### src/rtl/dbg_entry_pkg.sv
package dbg_entry_pkg;

  typedef enum logic [3:0] {
    PH_IDLE   = 4'd0,
    PH_RST    = 4'd1,
    PH_GAP    = 4'd2,
    PH_ACT    = 4'd3,
    PH_HOLD   = 4'd4,
    PH_LATCH  = 4'd5,
    PH_POST   = 4'd6,
    PH_SETTLE = 4'd7,
    PH_DONE   = 4'd8
  } phase_e;

  // Cycles for an interval in microseconds, rounded up, never below one.
  function automatic longint unsigned us_to_cycles(longint unsigned hz,
                                                   longint unsigned us);
    longint unsigned r;
    r = (hz * us + 64'd999_999) / 64'd1_000_000;
    if (r == 0) r = 1;
    return r;
  endfunction

endpackage

### src/rtl/dbg_entry_timer.sv
module dbg_entry_timer #(
  parameter int W = 8
) (
  input  logic         clk,
  input  logic         rst,
  input  logic         load,
  input  logic [W-1:0] load_val,
  output logic         expired
);
  logic [W-1:0] cnt_q;

  always_ff @(posedge clk) begin
    if (rst)                 cnt_q <= '0;
    else if (load)           cnt_q <= load_val;
    else if (cnt_q != '0)    cnt_q <= cnt_q - W'(1);
  end

  assign expired = (cnt_q == '0);
endmodule

### src/rtl/dbg_entry_fsm.sv
module dbg_entry_fsm
  import dbg_entry_pkg::*;
(
  input  logic   clk,
  input  logic   rst,
  input  logic   req,
  input  logic   expired,
  output phase_e phase,
  output phase_e nxt,
  output logic   load
);
  phase_e phase_q;

  always_comb begin
    nxt  = phase_q;
    load = 1'b0;
    unique case (phase_q)
      PH_IDLE, PH_DONE: if (req) begin nxt = PH_RST; load = 1'b1; end
      PH_RST:    if (expired) begin nxt = PH_GAP;    load = 1'b1; end
      PH_GAP:    if (expired) begin nxt = PH_ACT;    load = 1'b1; end
      PH_ACT:    if (expired) begin nxt = PH_HOLD;   load = 1'b1; end
      PH_HOLD:   if (expired) begin nxt = PH_LATCH;  load = 1'b1; end
      PH_LATCH:  if (expired) begin nxt = PH_POST;   load = 1'b1; end
      PH_POST:   if (expired) begin nxt = PH_SETTLE; load = 1'b1; end
      PH_SETTLE: if (expired) nxt = PH_DONE;
      default:   nxt = PH_IDLE;
    endcase
  end

  always_ff @(posedge clk) begin
    if (rst) phase_q <= PH_IDLE;
    else     phase_q <= nxt;
  end

  assign phase = phase_q;
endmodule

### src/rtl/dbg_entry_pins.sv
module dbg_entry_pins
  import dbg_entry_pkg::*;
(
  input  phase_e phase,
  output logic   clk_o,
  output logic   clk_oe,
  output logic   dat_o,
  output logic   dat_oe,
  output logic   done
);
  always_comb begin
    clk_oe = (phase != PH_IDLE);
    dat_oe = clk_oe;
    dat_o  = clk_oe;
    done   = (phase == PH_DONE);
    unique case (phase)
      PH_ACT, PH_HOLD, PH_POST, PH_SETTLE, PH_DONE: clk_o = 1'b1;
      default:                                      clk_o = 1'b0;
    endcase
  end
endmodule

### src/rtl/dbg_entry_seq.sv
module dbg_entry_seq
  import dbg_entry_pkg::*;
#(
  parameter longint unsigned CLK_HZ    = 100_000_000,
  parameter longint unsigned RESET_US  = 4000,
  parameter longint unsigned GAP_US    = 1,
  parameter longint unsigned ACT_US    = 20000,
  parameter longint unsigned HOLD_US   = 60,
  parameter longint unsigned LATCH_US  = 1,
  parameter longint unsigned POST_US   = 60,
  parameter longint unsigned SETTLE_US = 5000
) (
  input  logic clk,
  input  logic rst,
  input  logic entry_req,
  output logic dbg_clk_o,
  output logic dbg_clk_oe,
  output logic dbg_dat_o,
  output logic dbg_dat_oe,
  output logic entry_done
);
  localparam longint unsigned N_RST    = us_to_cycles(CLK_HZ, RESET_US);
  localparam longint unsigned N_GAP    = us_to_cycles(CLK_HZ, GAP_US);
  localparam longint unsigned N_ACT    = us_to_cycles(CLK_HZ, ACT_US);
  localparam longint unsigned N_HOLD   = us_to_cycles(CLK_HZ, HOLD_US);
  localparam longint unsigned N_LATCH  = us_to_cycles(CLK_HZ, LATCH_US);
  localparam longint unsigned N_POST   = us_to_cycles(CLK_HZ, POST_US);
  localparam longint unsigned N_SETTLE = us_to_cycles(CLK_HZ, SETTLE_US);

  localparam longint unsigned M0 = (N_RST  > N_GAP)   ? N_RST  : N_GAP;
  localparam longint unsigned M1 = (N_ACT  > N_HOLD)  ? N_ACT  : N_HOLD;
  localparam longint unsigned M2 = (N_LATCH > N_POST) ? N_LATCH : N_POST;
  localparam longint unsigned M3 = (M0 > M1) ? M0 : M1;
  localparam longint unsigned M4 = (M2 > N_SETTLE) ? M2 : N_SETTLE;
  localparam longint unsigned N_MAX = (M3 > M4) ? M3 : M4;
  localparam int CW = (N_MAX < 2) ? 1 : $clog2(N_MAX);

  phase_e        phase, nxt;
  logic          load, expired;
  logic [CW-1:0] load_val;

  always_comb begin
    unique case (nxt)
      PH_RST:    load_val = CW'(N_RST - 1);
      PH_GAP:    load_val = CW'(N_GAP - 1);
      PH_ACT:    load_val = CW'(N_ACT - 1);
      PH_HOLD:   load_val = CW'(N_HOLD - 1);
      PH_LATCH:  load_val = CW'(N_LATCH - 1);
      PH_POST:   load_val = CW'(N_POST - 1);
      PH_SETTLE: load_val = CW'(N_SETTLE - 1);
      default:   load_val = '0;
    endcase
  end

  dbg_entry_fsm u_fsm (
    .clk     (clk),
    .rst     (rst),
    .req     (entry_req),
    .expired (expired),
    .phase   (phase),
    .nxt     (nxt),
    .load    (load)
  );

  dbg_entry_timer #(.W(CW)) u_timer (
    .clk      (clk),
    .rst      (rst),
    .load     (load),
    .load_val (load_val),
    .expired  (expired)
  );

  dbg_entry_pins u_pins (
    .phase  (phase),
    .clk_o  (dbg_clk_o),
    .clk_oe (dbg_clk_oe),
    .dat_o  (dbg_dat_o),
    .dat_oe (dbg_dat_oe),
    .done   (entry_done)
  );
endmodule

### config.mk
export PLATFORM = sky130hd
export DESIGN_NAME = dbg_entry_seq
export DESIGN_NICKNAME = d
export VERILOG_FILES = /design/src/rtl/dbg_entry_pkg.sv /design/src/rtl/dbg_entry_timer.sv /design/src/rtl/dbg_entry_fsm.sv /design/src/rtl/dbg_entry_pins.sv /design/src/rtl/dbg_entry_seq.sv
export SDC_FILE = /design/constraint.sdc
export NUM_CORES = 1
export LEC_CHECK = 0
export ABC_AREA = 0
export ABC_CLOCK_PERIOD_IN_PS = 2700
export BUFFER_PORTS_ARGS = -buffer_cell sky130_fd_sc_hd__buf_2
export CORE_ASPECT_RATIO = 1.75
export CORE_MARGIN = 2
export CORE_UTILIZATION = 60
export DETAILED_ROUTE_END_ITERATION = 6
export PLACE_DENSITY = 0.78
export SETUP_SLACK_MARGIN = 0.05
export SYNTH_ARGS = -nofsm -noshare
export SYNTH_HDL_FRONTEND = slang
export SYNTH_SLANG_ARGS = --single-unit
export TNS_END_PERCENT = 30
### constraint.sdc
create_clock -name clk -period 2.7 [get_ports clk]
set_input_delay 0.27 -clock clk [delete_from_list [all_inputs] [get_ports clk]]
set_output_delay 0.27 -clock clk [all_outputs]
set_load 0.005 [all_outputs]
# == After elaboration in Yosys (flattened, before gate mapping) ==
# Cells that the tools add are included.
# W data, S select, Z words.
# totals
ff_bits,25
latch_bits,0
mem_bits_rw,0
romBits,0
inputBits,3
output_inout_bits,5
word_cells,44
mem_count,0
# classes
add_sub_neg,1
mul,0
n_div,0
magnitude_cmp,0
eq_ne,15
n_shift,0
mux,16
bitwise,0
n_reduce_logical,10
# op_table
op,n
$pmux W21 S5,1
$mux W21,2
$eq A4 B3 Y1 const B,8
$mux W4,8
$pmux W4 S8,1
$logic_not A21 Y1,1
$reduce_bool A21 Y1,1
$sub A21 B1 Y21 const B,1
$eq A4 B2 Y1 const B,4
$eq A4 B1 Y1 const B,2
$reduce_or A2 Y1,3
$reduce_or A6 Y1,1
$reduce_or A5 Y1,1
$eq A4 B4 Y1 const B,1
$logic_not A4 Y1,1
$reduce_bool A4 Y1,1
$mux W1,3
$pmux W1 S2,1
$reduce_bool A2 Y1,1

# == Depth between registers and ports, before layout ==
# Gate-level depths: netlist (run 1).
# logic_depth
word_depth,7
depth_mapped,8
ltp_nobuf,7

# == Modules after synthesis ==
# From an unflattened synthesis (run 1), not the netlist that was laid out.
# unflattened
hier_cells,201
area_unflattened_um2,1626.6
# by_module_without_submodules
mod,instances,cells_per_inst,area_each_um2,seq_area_each_um2
dbg_entry_timer,1,140,1157.4,420.4
dbg_entry_fsm,1,30,239.0,80.1
dbg_entry_seq,1,24,171.4,0.0
dbg_entry_pins,1,7,58.8,0.0

# == Worst setup path before layout (run 1) ==
# Ideal clock, no wire load.
# synth_timing
kind,reg-to-reg
startpoint,register u_timer.cnt_q[0]
endpoint,register u_timer.cnt_q[20]
setup_ps,132
t_arrival_ps,1836
slack_ps,731
stages_incl_launch_ff,9
path_cell_list,dfxtp_1 inv_1 ha_1 nor3b_2 nand3_2 buf_2 or4_1 nand3_1 a21oi_1
# synth_between
elab_chain_len,7
word_cells_on_any_way,26
classes_between,1 x add/sub; 7 x eq/ne; 13 x mux; 5 x reduce/logical
# synth_rtl
element,line,text
"start, declared",dbg_entry_timer.sv:10,logic [W-1:0] cnt_q;
"start signal, assigned",dbg_entry_timer.sv:14,else if (load) cnt_q <= load_val;
"start signal, assigned",dbg_entry_timer.sv:15,else if (cnt_q != '0) cnt_q <= cnt_q - W'(1);
$logic_not A21 Y1,dbg_entry_timer.sv:18,assign expired = (cnt_q == '0);
$mux W4 (tied with other cells),dbg_entry_fsm.sv:25,PH_SETTLE: if (expired) nxt = PH_DONE;
$pmux W4 S8,dbg_entry_fsm.sv:17,unique case (phase_q)
$eq A4 B3 Y1 / $eq A4 B2 Y1 (equally long branches),dbg_entry_seq.sv:43,unique case (nxt)
$reduce_or A2 Y1 (no source line),-,
$pmux W21 S5,dbg_entry_seq.sv:43,
$mux W21,dbg_entry_timer.sv:14,
# Parallel ways exist; a longest one is shown, timed or not. The select of a mux whose other input is x is not followed.
# A chain may end at the register's enable or synchronous reset.

# == Worst setup path after layout (run 1) ==
# layout_timing
startpoint,register u_timer.cnt_q[0]
endpoint,register u_timer.cnt_q[3]
# The elaborated chain is that of the path after synthesis.

==> flow_summary.html, run 1 <==
<table>
<tr><th>Metric</th><th>Value</th></tr>
<tr><th colspan="2">Run status</th></tr>
<tr><td>Result of the run</td><td>complete, no violations</td></tr>
<tr><th colspan="2">Critical path</th></tr>
<tr><td>Number of cell instances on the worst register-to-register path</td><td>7</td></tr>
<tr><td>Logic depth of the worst setup path including buffers</td><td>7</td></tr>
<tr><td>Buffer and inverter count on the worst path</td><td>1</td></tr>
<tr><td>Arrival time at the worst endpoint</td><td>2580 ps</td></tr>
<tr><td>R2R Path End</td><td>u_timer.cnt_q[3]</td></tr>
<tr><td>Critical path cell sequence</td><td>inv_1 &gt; ha_1 &gt; nor3b_2 &gt; nand3_2 &gt; nor4b_4 &gt; nor2_1 &gt; a211oi_1</td></tr>
<tr><td>Delay of the slowest cell on the worst path</td><td>490 ps</td></tr>
<tr><td>Cell type of the slowest stage on the worst timing path</td><td>sky130_fd_sc_hd__nor4b_4</td></tr>
<tr><td>Setup slack of the worst register-to-register path</td><td>300 ps</td></tr>
<tr><td>Last element of the critical path</td><td>u_timer.cnt_q[3]</td></tr>
<tr><td>Data required, critical path</td><td>2880 ps</td></tr>
<tr><td>Kind of critical path</td><td>flip-flop to flip-flop</td></tr>
<tr><td>Critical Path End Type</td><td>flip-flop</td></tr>
<tr><td>Top cell family by delay on the critical path</td><td>simple AND/OR/NAND/NOR gates</td></tr>
<tr><td>Launching point of the worst reg2reg path</td><td>u_timer.cnt_q[0]</td></tr>
<tr><td>Timing startpoint of the critical path</td><td>u_timer.cnt_q[0]</td></tr>
<tr><td>Nature of the critical path startpoint</td><td>flip-flop</td></tr>
<tr><td>CP Max Fanout</td><td>13</td></tr>
<tr><th colspan="2">Die</th></tr>
<tr><td>Width of the chip</td><td>42.9 um</td></tr>
<tr><td>Die height</td><td>72.0 um</td></tr>
<tr><td>Initial cell density of the core</td><td>63.7%</td></tr>
<tr><td>Core region area</td><td>2490 um2</td></tr>
<tr><td>FP Rows</td><td>24</td></tr>
<tr><td>Die ar.</td><td>3090 um2</td></tr>
<tr><td>Boundary pin count</td><td>8</td></tr>
<tr><th colspan="2">Layout</th></tr>
<tr><td>Synthesis-to-finish area growth</td><td>3.71%</td></tr>
<tr><td>Net count, final</td><td>194</td></tr>
<tr><td>FILL cells</td><td>203</td></tr>
<tr><td>Proportion of layout cells with a drive suffix above 1</td><td>13.8%</td></tr>
<tr><td>Final instance area</td><td>1650 um2</td></tr>
<tr><td>Inserted Diodes</td><td>0</td></tr>
<tr><td>Final cell count without fillers</td><td>215</td></tr>
<tr><th colspan="2">Clock tree</th></tr>
<tr><td>Clk pin slew, worst setup/hold paths</td><td>90 ps</td></tr>
<tr><td>Post-CTS Resized</td><td>0</td></tr>
<tr><td>H-tree levels</td><td>1</td></tr>
<tr><td>Sink count of the clock tree</td><td>25</td></tr>
<tr><td>Worst-Skew Late Latency</td><td>260 ps</td></tr>
<tr><td>Largest buffer count on any clock path</td><td>2</td></tr>
<tr><td>Buffer type at the clock tree root</td><td>sky130_fd_sc_hd__clkbuf_8</td></tr>
<tr><td>Clock buffer count from CTS</td><td>3</td></tr>
<tr><td>Clock tree from TritonCTS</td><td>done</td></tr>
<tr><td>Post-CTS setup repair buffer count</td><td>0</td></tr>
<tr><td>Hold_buf cts</td><td>0</td></tr>
<tr><th colspan="2">Synth</th></tr>
<tr><td>Multiplexer share of the synthesized area</td><td>0%</td></tr>
<tr><td>Cell taking the most area after synthesis</td><td>sky130_fd_sc_hd__dfxtp_1</td></tr>
<tr><td>Predominant post-synthesis flop cell</td><td>sky130_fd_sc_hd__dfxtp_1</td></tr>
<tr><td>Parity-gate share of the synthesized area counting xor and xnor cells</td><td>7.18%</td></tr>
<tr><td>Post-Synthesis Mean Instance Area</td><td>8.39 um2</td></tr>
<tr><td>Post-Synthesis Cell Area</td><td>1590 um2</td></tr>
<tr><td>Syn Inst Count</td><td>189</td></tr>
<tr><td>Post-synth EDFFs</td><td>0</td></tr>
<tr><td>Share of synthesized area occupied by flip-flops and latches</td><td>31.5%</td></tr>
<tr><td>Synth top area share</td><td>31.5%</td></tr>
<tr><td>Ranking of synthesized cells by area</td><td>sky130_fd_sc_hd__dfxtp_1 (32%), sky130_fd_sc_hd__a21oi_1 (6.9%), sky130_fd_sc_hd__xnor2_1 (5.0%), sky130_fd_sc_hd__nor3_1 (4.4%), sky130_fd_sc_hd__o21ai_0 (2.8%)</td></tr>
<tr><td>Number of warnings issued by yosys</td><td>0</td></tr>
<tr><td>Post-synthesis share of cell area spent on and, or, nand and nor gates</td><td>31.9%</td></tr>
<tr><td>Net count after synthesis</td><td>193</td></tr>
<tr><td>Seq cells post-synth</td><td>25</td></tr>
<tr><td>Main combinational cell family by area after synthesis</td><td>simple AND/OR/NAND/NOR gates</td></tr>
<tr><td>Async S/R FF share, synth</td><td>0%</td></tr>
<tr><td>Number of distinct library cells after synthesis</td><td>53</td></tr>
<tr><td>Arithmetic-cell share of the synthesized area counting full adders, half adders and majority gates</td><td>0.789%</td></tr>
<tr><td>Synthesized-area fraction occupied by ao, oa, aoi and oai cells</td><td>23.3%</td></tr>
<tr><th colspan="2">STA</th></tr>
<tr><td>Clock tree skew after final layout</td><td>5.17 ps</td></tr>
<tr><td>Time the final worst path needs with I/O delays and setup</td><td>2400 ps</td></tr>
<tr><td>Hold violation total from the final report</td><td>0</td></tr>
<tr><td>Final period utilization</td><td>89.0%</td></tr>
<tr><td>Slack of the critical path</td><td>296 ps</td></tr>
<tr><td>Number of failing setup endpoints in the final timing report</td><td>0</td></tr>
<tr><td>Rel. slew slack</td><td>54.9%</td></tr>
<tr><td>Max Freq</td><td>0.416 GHz</td></tr>
<tr><td>Unrepaired setup endpoints after global routing</td><td>no</td></tr>
<tr><td>Worst-margin pin slew</td><td>676 ps</td></tr>
<tr><td>Final-report max-slew violation count</td><td>0</td></tr>
<tr><td>Setup TNS</td><td>0 ps</td></tr>
<tr><th colspan="2">Worst hold path</th></tr>
<tr><td>Worst min-delay path category</td><td>input port to flip-flop</td></tr>
<tr><td>Cell count of the worst hold path</td><td>3</td></tr>
<tr><td>Beginning of the worst hold path</td><td>entry_req</td></tr>
<tr><th colspan="2">Global route</th></tr>
<tr><td>Met2 Resource Use GR</td><td>45.8%</td></tr>
<tr><td>Global Route Usage Sum</td><td>26.4%</td></tr>
<tr><td>Busiest grt layer</td><td>met2</td></tr>
<tr><td>Vias in the first global route</td><td>1390</td></tr>
<tr><td>Met3 usage in global routing</td><td>3.98%</td></tr>
<tr><td>Aggregate global routing overflow</td><td>0</td></tr>
<tr><td>Met1 routing resource usage after global routing</td><td>31.4%</td></tr>
<tr><td>Wire length of the first global-routing pass</td><td>6.40 mm</td></tr>
<tr><td>Pin count of the biggest net entering global routing</td><td>21</td></tr>
<tr><td>Number of antenna violations at the first check in global routing</td><td>0</td></tr>
<tr><th colspan="2">Routing</th></tr>
<tr><td>First drt pass iteration count</td><td>4</td></tr>
<tr><td>Routed via count divided by cell count</td><td>6.80</td></tr>
<tr><td>Drt total wl</td><td>3.82 mm</td></tr>
<tr><td>Detail Route Antenna Nets</td><td>0</td></tr>
<tr><td>Routed wirelength normalized by instance count</td><td>17.8 um</td></tr>
<tr><td>Violation count after the first detailed-routing iteration</td><td>86</td></tr>
<tr><td>Via count</td><td>1461</td></tr>
<tr><td>Post-detailed-route DRC marker count</td><td>0</td></tr>
<tr><th colspan="2">Placement</th></tr>
<tr><td>Placement Cell Area</td><td>1600 um2</td></tr>
<tr><td>Post-place setup slack</td><td>355 ps</td></tr>
<tr><td>Number of instances in the placed design</td><td>211</td></tr>
<tr><td>Port Buffers</td><td>7</td></tr>
<tr><td>Placed wire-length estimate after detailed placement</td><td>2.83 mm</td></tr>
<tr><td>Routability cong.</td><td>0.959</td></tr>
<tr><th colspan="2">Flow run</th></tr>
<tr><td>Count of maximum capacitance violations</td><td>0</td></tr>
<tr><th colspan="2">Power</th></tr>
<tr><td>Total power divided by cell area</td><td>559 nW/um2</td></tr>
<tr><td>Static leakage power</td><td>0.552 nW</td></tr>
<tr><td>Worst vdd ir</td><td>0.368 mV</td></tr>
</table>
worst register-to-register path: cells and delay by family, from the launching register on:
kind | cells | cell delay (ps)
DFF | 1 | 360
buffers and inverters | 1 | 80
AOI/OAI and AO/OA | 1 | 260
adders and majority gates | 1 | 180
and+or+nand+nor | 4 | 1440
stage by stage:
step | power (mW) | utilization (%) | hold WS (ps)
finish | 0.919 | 66.0 | 345
global route | 0.964 | 66.0 | 369
global placement | 0.688 | 64.1 | 466
floorplan | 0.650 | - | 348
CTS | 0.922 | 66.0 | 346
detailed placement | 0.700 | 64.1 | 469
cell type report:
cell class                      count  area [um2]  share of cell area, %
Multi-Input combinational cell    147        1000                   60.9
Sequential cell                    25         500                   30.4
Timing Repair Buffer                8        42.5                   2.59
Clock buffer                        3        41.3                   2.51
Tap cell                           26        32.5                   1.98
Inverter                            5        18.8                   1.14
Clock inverter                      1        7.51                  0.456
layer usage:
metal | share of wire (%) | up-vias
li1 | - | 702
met1 | 39 | 681
met2 | 53 | 59
met3 | 4.8 | 19
met4 | 3.4 | 0
met5 | 0 | -
power by group:
group / leakage, nW / switching, mW / internal (mW)
registers: 0.206 / 0.0487 / 0.401
logic: 0.324 / 0.145 / 0.101
clock network: 0.0217 / 0.119 / 0.104
synth_stat cells, drive strengths merged, types with 2 or more instances:
cell,number
xor2,4
o21ba,2
o31a,2
nor4b,2
nand2b,7
nor3b,3
inv,5
or4,3
buf,5
dfxtp,25
a211oi,4
nor4,8
nand3,7
o21ai,10
a221oi,2
o31ai,2
nor2,7
nor3,15
o21a,2
nand2,12
o211ai,3
nand3b,2
nand4,2
clkbuf,7
a21oi,22
and2,3
xnor2,9
state kept, by name, indices dropped and copies added, names as in the netlist:
register and flops:
u_fsm.phase 4, u_timer.cnt_q 21
cells in the final DEF (no fill, tap or decap), types with 3 or more instances in the layout:
master	instances
sky130_fd_sc_hd__clkbuf_8	3
sky130_fd_sc_hd__nor2_1	7
sky130_fd_sc_hd__xnor2_1	9
sky130_fd_sc_hd__xor2_1	4
sky130_fd_sc_hd__nand2_1	11
sky130_fd_sc_hd__nand2b_1	7
sky130_fd_sc_hd__o211ai_1	3
sky130_fd_sc_hd__a211oi_1	4
sky130_fd_sc_hd__buf_2	7
sky130_fd_sc_hd__dfxtp_1	25
sky130_fd_sc_hd__nor4_1	4
sky130_fd_sc_hd__or4_1	3
sky130_fd_sc_hd__o21ai_0	9
sky130_fd_sc_hd__inv_1	5
sky130_fd_sc_hd__nor3_1	14
sky130_fd_sc_hd__and2_1	3
sky130_fd_sc_hd__a21oi_1	22
sky130_fd_sc_hd__nand3_1	6
worst min-delay path by stage:
stage / endpoint
2_1_floorplan: u_timer.cnt_q[3]
3_3_place_gp: u_timer.cnt_q[20]
3_5_place_dp: u_timer.cnt_q[20]
4_1_cts: u_fsm.phase[3]
5_1_grt: u_fsm.phase[3]
6_report: u_fsm.phase[3]
cell families after synthesis:
logic type,after synthesis
AOI/OAI and AO/OA,57
and+or+nand+nor,76
adders and majority gates,1
DFF,25
xor gates and xnor gates,13
buffers and inverters,17
Note: power is estimated with default switching activity, not from simulation.
==> run 2, diff against run 1 <==
--- a/config.mk
+++ b/config.mk
@@ -16,5 +16,6 @@
 export SETUP_SLACK_MARGIN = 0.05
 export SYNTH_ARGS = -nofsm -noshare
 export SYNTH_HDL_FRONTEND = slang
+export SYNTH_HIERARCHICAL = 1
 export SYNTH_SLANG_ARGS = --single-unit
 export TNS_END_PERCENT = 30
==> run 2 against run 1 <==
  * Highest routed layer unchanged
  * Die area rose by 2.3%
  * The flow now finishes with violations (setup timing)
  * Sequential share of layout area decreased by 7.6 points
  * Final cell count rose by 25%
==> flow_summary.html, run 2 <==
<table>
<tr><th>Metric</th><th>Value</th></tr>
<tr><th colspan="2">Routing</th></tr>
<tr><td>First drt pass iteration count</td><td>7</td></tr>
<tr><td>Via count</td><td>1865</td></tr>
<tr><td>Post-detailed-route DRC marker count</td><td>0</td></tr>
<tr><td>Violation count after the first detailed-routing iteration</td><td>131</td></tr>
<tr><td>Detail Route Antenna Nets</td><td>0</td></tr>
<tr><td>Routed wirelength normalized by instance count</td><td>23.0 um</td></tr>
<tr><td>Routed via count divided by cell count</td><td>6.96</td></tr>
<tr><td>Drt total wl</td><td>6.16 mm</td></tr>
<tr><th colspan="2">Synth</th></tr>
<tr><td>Post-Synthesis Cell Area</td><td>1630 um2</td></tr>
<tr><td>Cell types with the highest counts after synthesis</td><td>sky130_fd_sc_hd__nand2_1 (26), sky130_fd_sc_hd__dfxtp_1 (25), sky130_fd_sc_hd__nor2_1 (18)</td></tr>
<tr><td>Cell taking the most area after synthesis</td><td>sky130_fd_sc_hd__dfxtp_1</td></tr>
<tr><td>Seq cells post-synth</td><td>25</td></tr>
<tr><td>Synth top area share</td><td>30.8%</td></tr>
<tr><td>Post-Synthesis Mean Instance Area</td><td>8.09 um2</td></tr>
<tr><td>Syn Inst Count</td><td>201</td></tr>
<tr><td>Post-synth EDFFs</td><td>0</td></tr>
<tr><td>Predominant post-synthesis flop cell</td><td>sky130_fd_sc_hd__dfxtp_1</td></tr>
<tr><td>Number of warnings issued by yosys</td><td>6</td></tr>
<tr><td>Async S/R FF share, synth</td><td>0%</td></tr>
<tr><td>Number of distinct library cells after synthesis</td><td>49</td></tr>
<tr><td>Ranking of synthesized cells by area</td><td>sky130_fd_sc_hd__dfxtp_1 (31%), sky130_fd_sc_hd__xnor2_1 (7.5%), sky130_fd_sc_hd__nand2_1 (6.0%), sky130_fd_sc_hd__o21ai_0 (4.9%), sky130_fd_sc_hd__nor3_1 (4.3%)</td></tr>
<tr><td>Cell with the most instances after synthesis</td><td>sky130_fd_sc_hd__nand2_1</td></tr>
<tr><td>Share of synthesized area occupied by flip-flops and latches</td><td>30.8%</td></tr>
<tr><th colspan="2">STA</th></tr>
<tr><td>Number of failing setup endpoints in the final timing report</td><td>19</td></tr>
<tr><td>Final-report max-slew violation count</td><td>0</td></tr>
<tr><td>Worst-margin pin slew</td><td>556 ps</td></tr>
<tr><td>Time the final worst path needs with I/O delays and setup</td><td>2900 ps</td></tr>
<tr><td>Final period utilization</td><td>108%</td></tr>
<tr><td>Slack of the critical path</td><td>-204 ps</td></tr>
<tr><td>Min Hold Slack</td><td>388 ps</td></tr>
<tr><td>Unrepaired setup endpoints after global routing</td><td>yes</td></tr>
<tr><td>Max Freq</td><td>0.344 GHz</td></tr>
<tr><td>Clock tree skew after final layout</td><td>4.79 ps</td></tr>
<tr><td>Hold violation total from the final report</td><td>0</td></tr>
<tr><td>Rel. slew slack</td><td>62.7%</td></tr>
<tr><th colspan="2">Placement</th></tr>
<tr><td>Placed wire-length estimate after detailed placement</td><td>3.09 mm</td></tr>
<tr><td>Placement Cell Area</td><td>1860 um2</td></tr>
<tr><td>Routability cong.</td><td>0.919</td></tr>
<tr><td>Port Buffers</td><td>7</td></tr>
<tr><th colspan="2">Layout</th></tr>
<tr><td>Inserted Diodes</td><td>0</td></tr>
<tr><td>Area occupied by multi-input gates</td><td>1230 um2</td></tr>
<tr><td>Flip-flop count of the largest register after layout</td><td>21</td></tr>
<tr><td>Reg area</td><td>504 um2</td></tr>
<tr><td>Proportion of layout cells with a drive suffix above 1</td><td>41.9%</td></tr>
<tr><td>Leading cell types in the layout, fill and taps excluded</td><td>sky130_fd_sc_hd__buf_4 (30), sky130_fd_sc_hd__dfxtp_1 (22), sky130_fd_sc_hd__nand2_1 (21)</td></tr>
<tr><td>Top register by number of flip-flops</td><td>u_timer/cnt_q</td></tr>
<tr><td>Net count, final</td><td>247</td></tr>
<tr><td>FILL cells</td><td>141</td></tr>
<tr><td>Leading cell type in the layout, fill and taps excluded</td><td>sky130_fd_sc_hd__buf_4</td></tr>
<tr><td>Synthesis-to-finish area growth</td><td>36.2%</td></tr>
<tr><td>Final instance area</td><td>2210 um2</td></tr>
<tr><th colspan="2">Critical path</th></tr>
<tr><td>Kind of critical path</td><td>flip-flop to flip-flop</td></tr>
<tr><td>Critical Path End Type</td><td>flip-flop</td></tr>
<tr><td>Critical path cell sequence</td><td>or4_4 &gt; or3_4 &gt; nor2_4 &gt; buf_6 &gt; nand2_1 &gt; xnor2_2 &gt; nor2_4 &gt; buf_6 &gt; and3_4 &gt; nor3_4 &gt; nand2_1 &gt; o21ai_2</td></tr>
<tr><td>CP Max Fanout</td><td>4</td></tr>
<tr><td>Top cell family by delay on the critical path</td><td>simple AND/OR/NAND/NOR gates</td></tr>
<tr><td>Cell type of the slowest stage on the worst timing path</td><td>sky130_fd_sc_hd__or4_4</td></tr>
<tr><td>Nature of the critical path startpoint</td><td>flip-flop</td></tr>
<tr><td>Data required, critical path</td><td>2890 ps</td></tr>
<tr><td>Arrival time at the worst endpoint</td><td>3090 ps</td></tr>
<tr><td>Buffer and inverter count on the worst path</td><td>2</td></tr>
<tr><td>Delay of the slowest cell on the worst path</td><td>540 ps</td></tr>
<tr><th colspan="2">Clock tree</th></tr>
<tr><td>H-tree levels</td><td>1</td></tr>
<tr><td>Clk pin slew, worst setup/hold paths</td><td>90 ps</td></tr>
<tr><td>Clock tree from TritonCTS</td><td>done</td></tr>
<tr><td>Worst-Skew Late Latency</td><td>270 ps</td></tr>
<tr><td>Sink count of the clock tree</td><td>25</td></tr>
<tr><td>Hold_buf cts</td><td>0</td></tr>
<tr><td>Clock buffer count from CTS</td><td>3</td></tr>
<tr><td>Buffer type at the clock tree root</td><td>sky130_fd_sc_hd__clkbuf_8</td></tr>
<tr><td>Largest buffer count on any clock path</td><td>2</td></tr>
<tr><th colspan="2">Flow run</th></tr>
<tr><td>Count of maximum capacitance violations</td><td>0</td></tr>
<tr><th colspan="2">Power</th></tr>
<tr><td>Static leakage power</td><td>0.860 nW</td></tr>
<tr><td>Worst vdd ir</td><td>0.860 mV</td></tr>
<tr><td>Total power divided by cell area</td><td>1000 nW/um2</td></tr>
<tr><th colspan="2">Die</th></tr>
<tr><td>Initial cell density of the core</td><td>61.9%</td></tr>
<tr><td>Boundary pin count</td><td>8</td></tr>
<tr><td>Die ar.</td><td>3160 um2</td></tr>
<tr><td>Width of the chip</td><td>43.4 um</td></tr>
<tr><td>Core region area</td><td>2630 um2</td></tr>
<tr><td>FP Rows</td><td>25</td></tr>
<tr><td>Die height</td><td>72.9 um</td></tr>
<tr><th colspan="2">Global route</th></tr>
<tr><td>Aggregate global routing overflow</td><td>0</td></tr>
<tr><td>Pin count of the biggest net entering global routing</td><td>17</td></tr>
<tr><td>Number of antenna violations at the first check in global routing</td><td>0</td></tr>
<tr><td>Vias in the first global route</td><td>1667</td></tr>
<tr><td>Global Route Usage Sum</td><td>31.5%</td></tr>
<tr><td>Wire length of the first global-routing pass</td><td>7.56 mm</td></tr>
<tr><th colspan="2">Run status</th></tr>
<tr><td>Failing checks</td><td>setup timing</td></tr>
<tr><td>Result of the run</td><td>complete, but fails checks</td></tr>
<tr><th colspan="2">Worst hold path</th></tr>
<tr><td>Worst min-delay path category</td><td>input port to flip-flop</td></tr>
</table>
## run 2: area by class of cell
type | count | area share (%)
multi-input combinational | 160 | 55.6
sequential | 25 | 22.8
timing repair buffer | 47 | 17.2
clock buffer | 4 | 2.03
tap | 27 | 1.53
inverter | 5 | 0.847
## run 2: worst reg2reg max path: stages (launching register included)
cell and delay [ps]:
sky130_fd_sc_hd__dfxtp_2 330, sky130_fd_sc_hd__or4_4 540, sky130_fd_sc_hd__or3_4 430, sky130_fd_sc_hd__nor2_4 200, sky130_fd_sc_hd__buf_6 130, sky130_fd_sc_hd__nand2_1 80
sky130_fd_sc_hd__xnor2_2 280, sky130_fd_sc_hd__nor2_4 90, sky130_fd_sc_hd__buf_6 150, sky130_fd_sc_hd__and3_4 160, sky130_fd_sc_hd__nor3_4 200, sky130_fd_sc_hd__nand2_1 120
sky130_fd_sc_hd__o21ai_2 100
## run 2: kinds of logic (layout without fill, tap and decap cells)
| family | count (synthesis) | after routing | synth area share, % |
|---|---|---|---|
| other cells | 1 | 2 | 0.231 |
| compound gates | 34 | 34 | 13.6 |
| xor+xnor | 20 | 20 | 10.8 |
| fa+ha+maj | 2 | 2 | 1.54 |
| flops | 25 | 25 | 30.8 |
| buf+inv | 17 | 56 | 6.23 |
| simple gates | 102 | 102 | 36.8 |
## run 2: layer usage
layer / share of wire, % / GRT usage, %
met1: 35 / 33.2
met2: 51 / 55.9
met3: 7.7 / 3.71
met4: 6.5 / 21.5
met5: 0 / 0
## run 2: path summary, 6_finish.rpt
kind | startpoint | end | slack, ps | cells past startpoint
max | u_timer/cnt_q[12] | u_timer/cnt_q[6] | -200 | 12
min reg2reg | u_timer/cnt_q[13] | u_timer/cnt_q[13] | 590 | 2
max reg2reg | u_timer/cnt_q[12] | u_timer/cnt_q[6] | -200 | 12
min | rst | u_timer/cnt_q[3] | 390 | 2
## run 2: repair_timing
item,CTS,global route
gates cloned,0,1
pin swaps,6,15
endpoints found under the hold margin,0,0
setup endpoints to repair,19,21
buffers inserted,6,7
resized for setup,13,47
## run 2: metrics by stage
stage	instances	power [mW]	util, %	setup slack [ps]	setup TNS (ps)
4_1_cts	260	1.91	76.4	3.61	0
3_5_place_dp	250	1.61	70.6	-197	-937
6_report	268	2.21	84.3	-204	-2480
2_1_floorplan	202	1.29	-	34.6	0
3_3_place_gp	250	1.57	70.6	-111	-157
5_1_grt	268	2.29	84.3	-293	-4300
## run 2: power breakdown
part           total [mW]  internal (mW)  switching [mW]
Combinational        1.40          0.648           0.750
Clock               0.229          0.106           0.123
Sequential          0.587          0.469           0.118
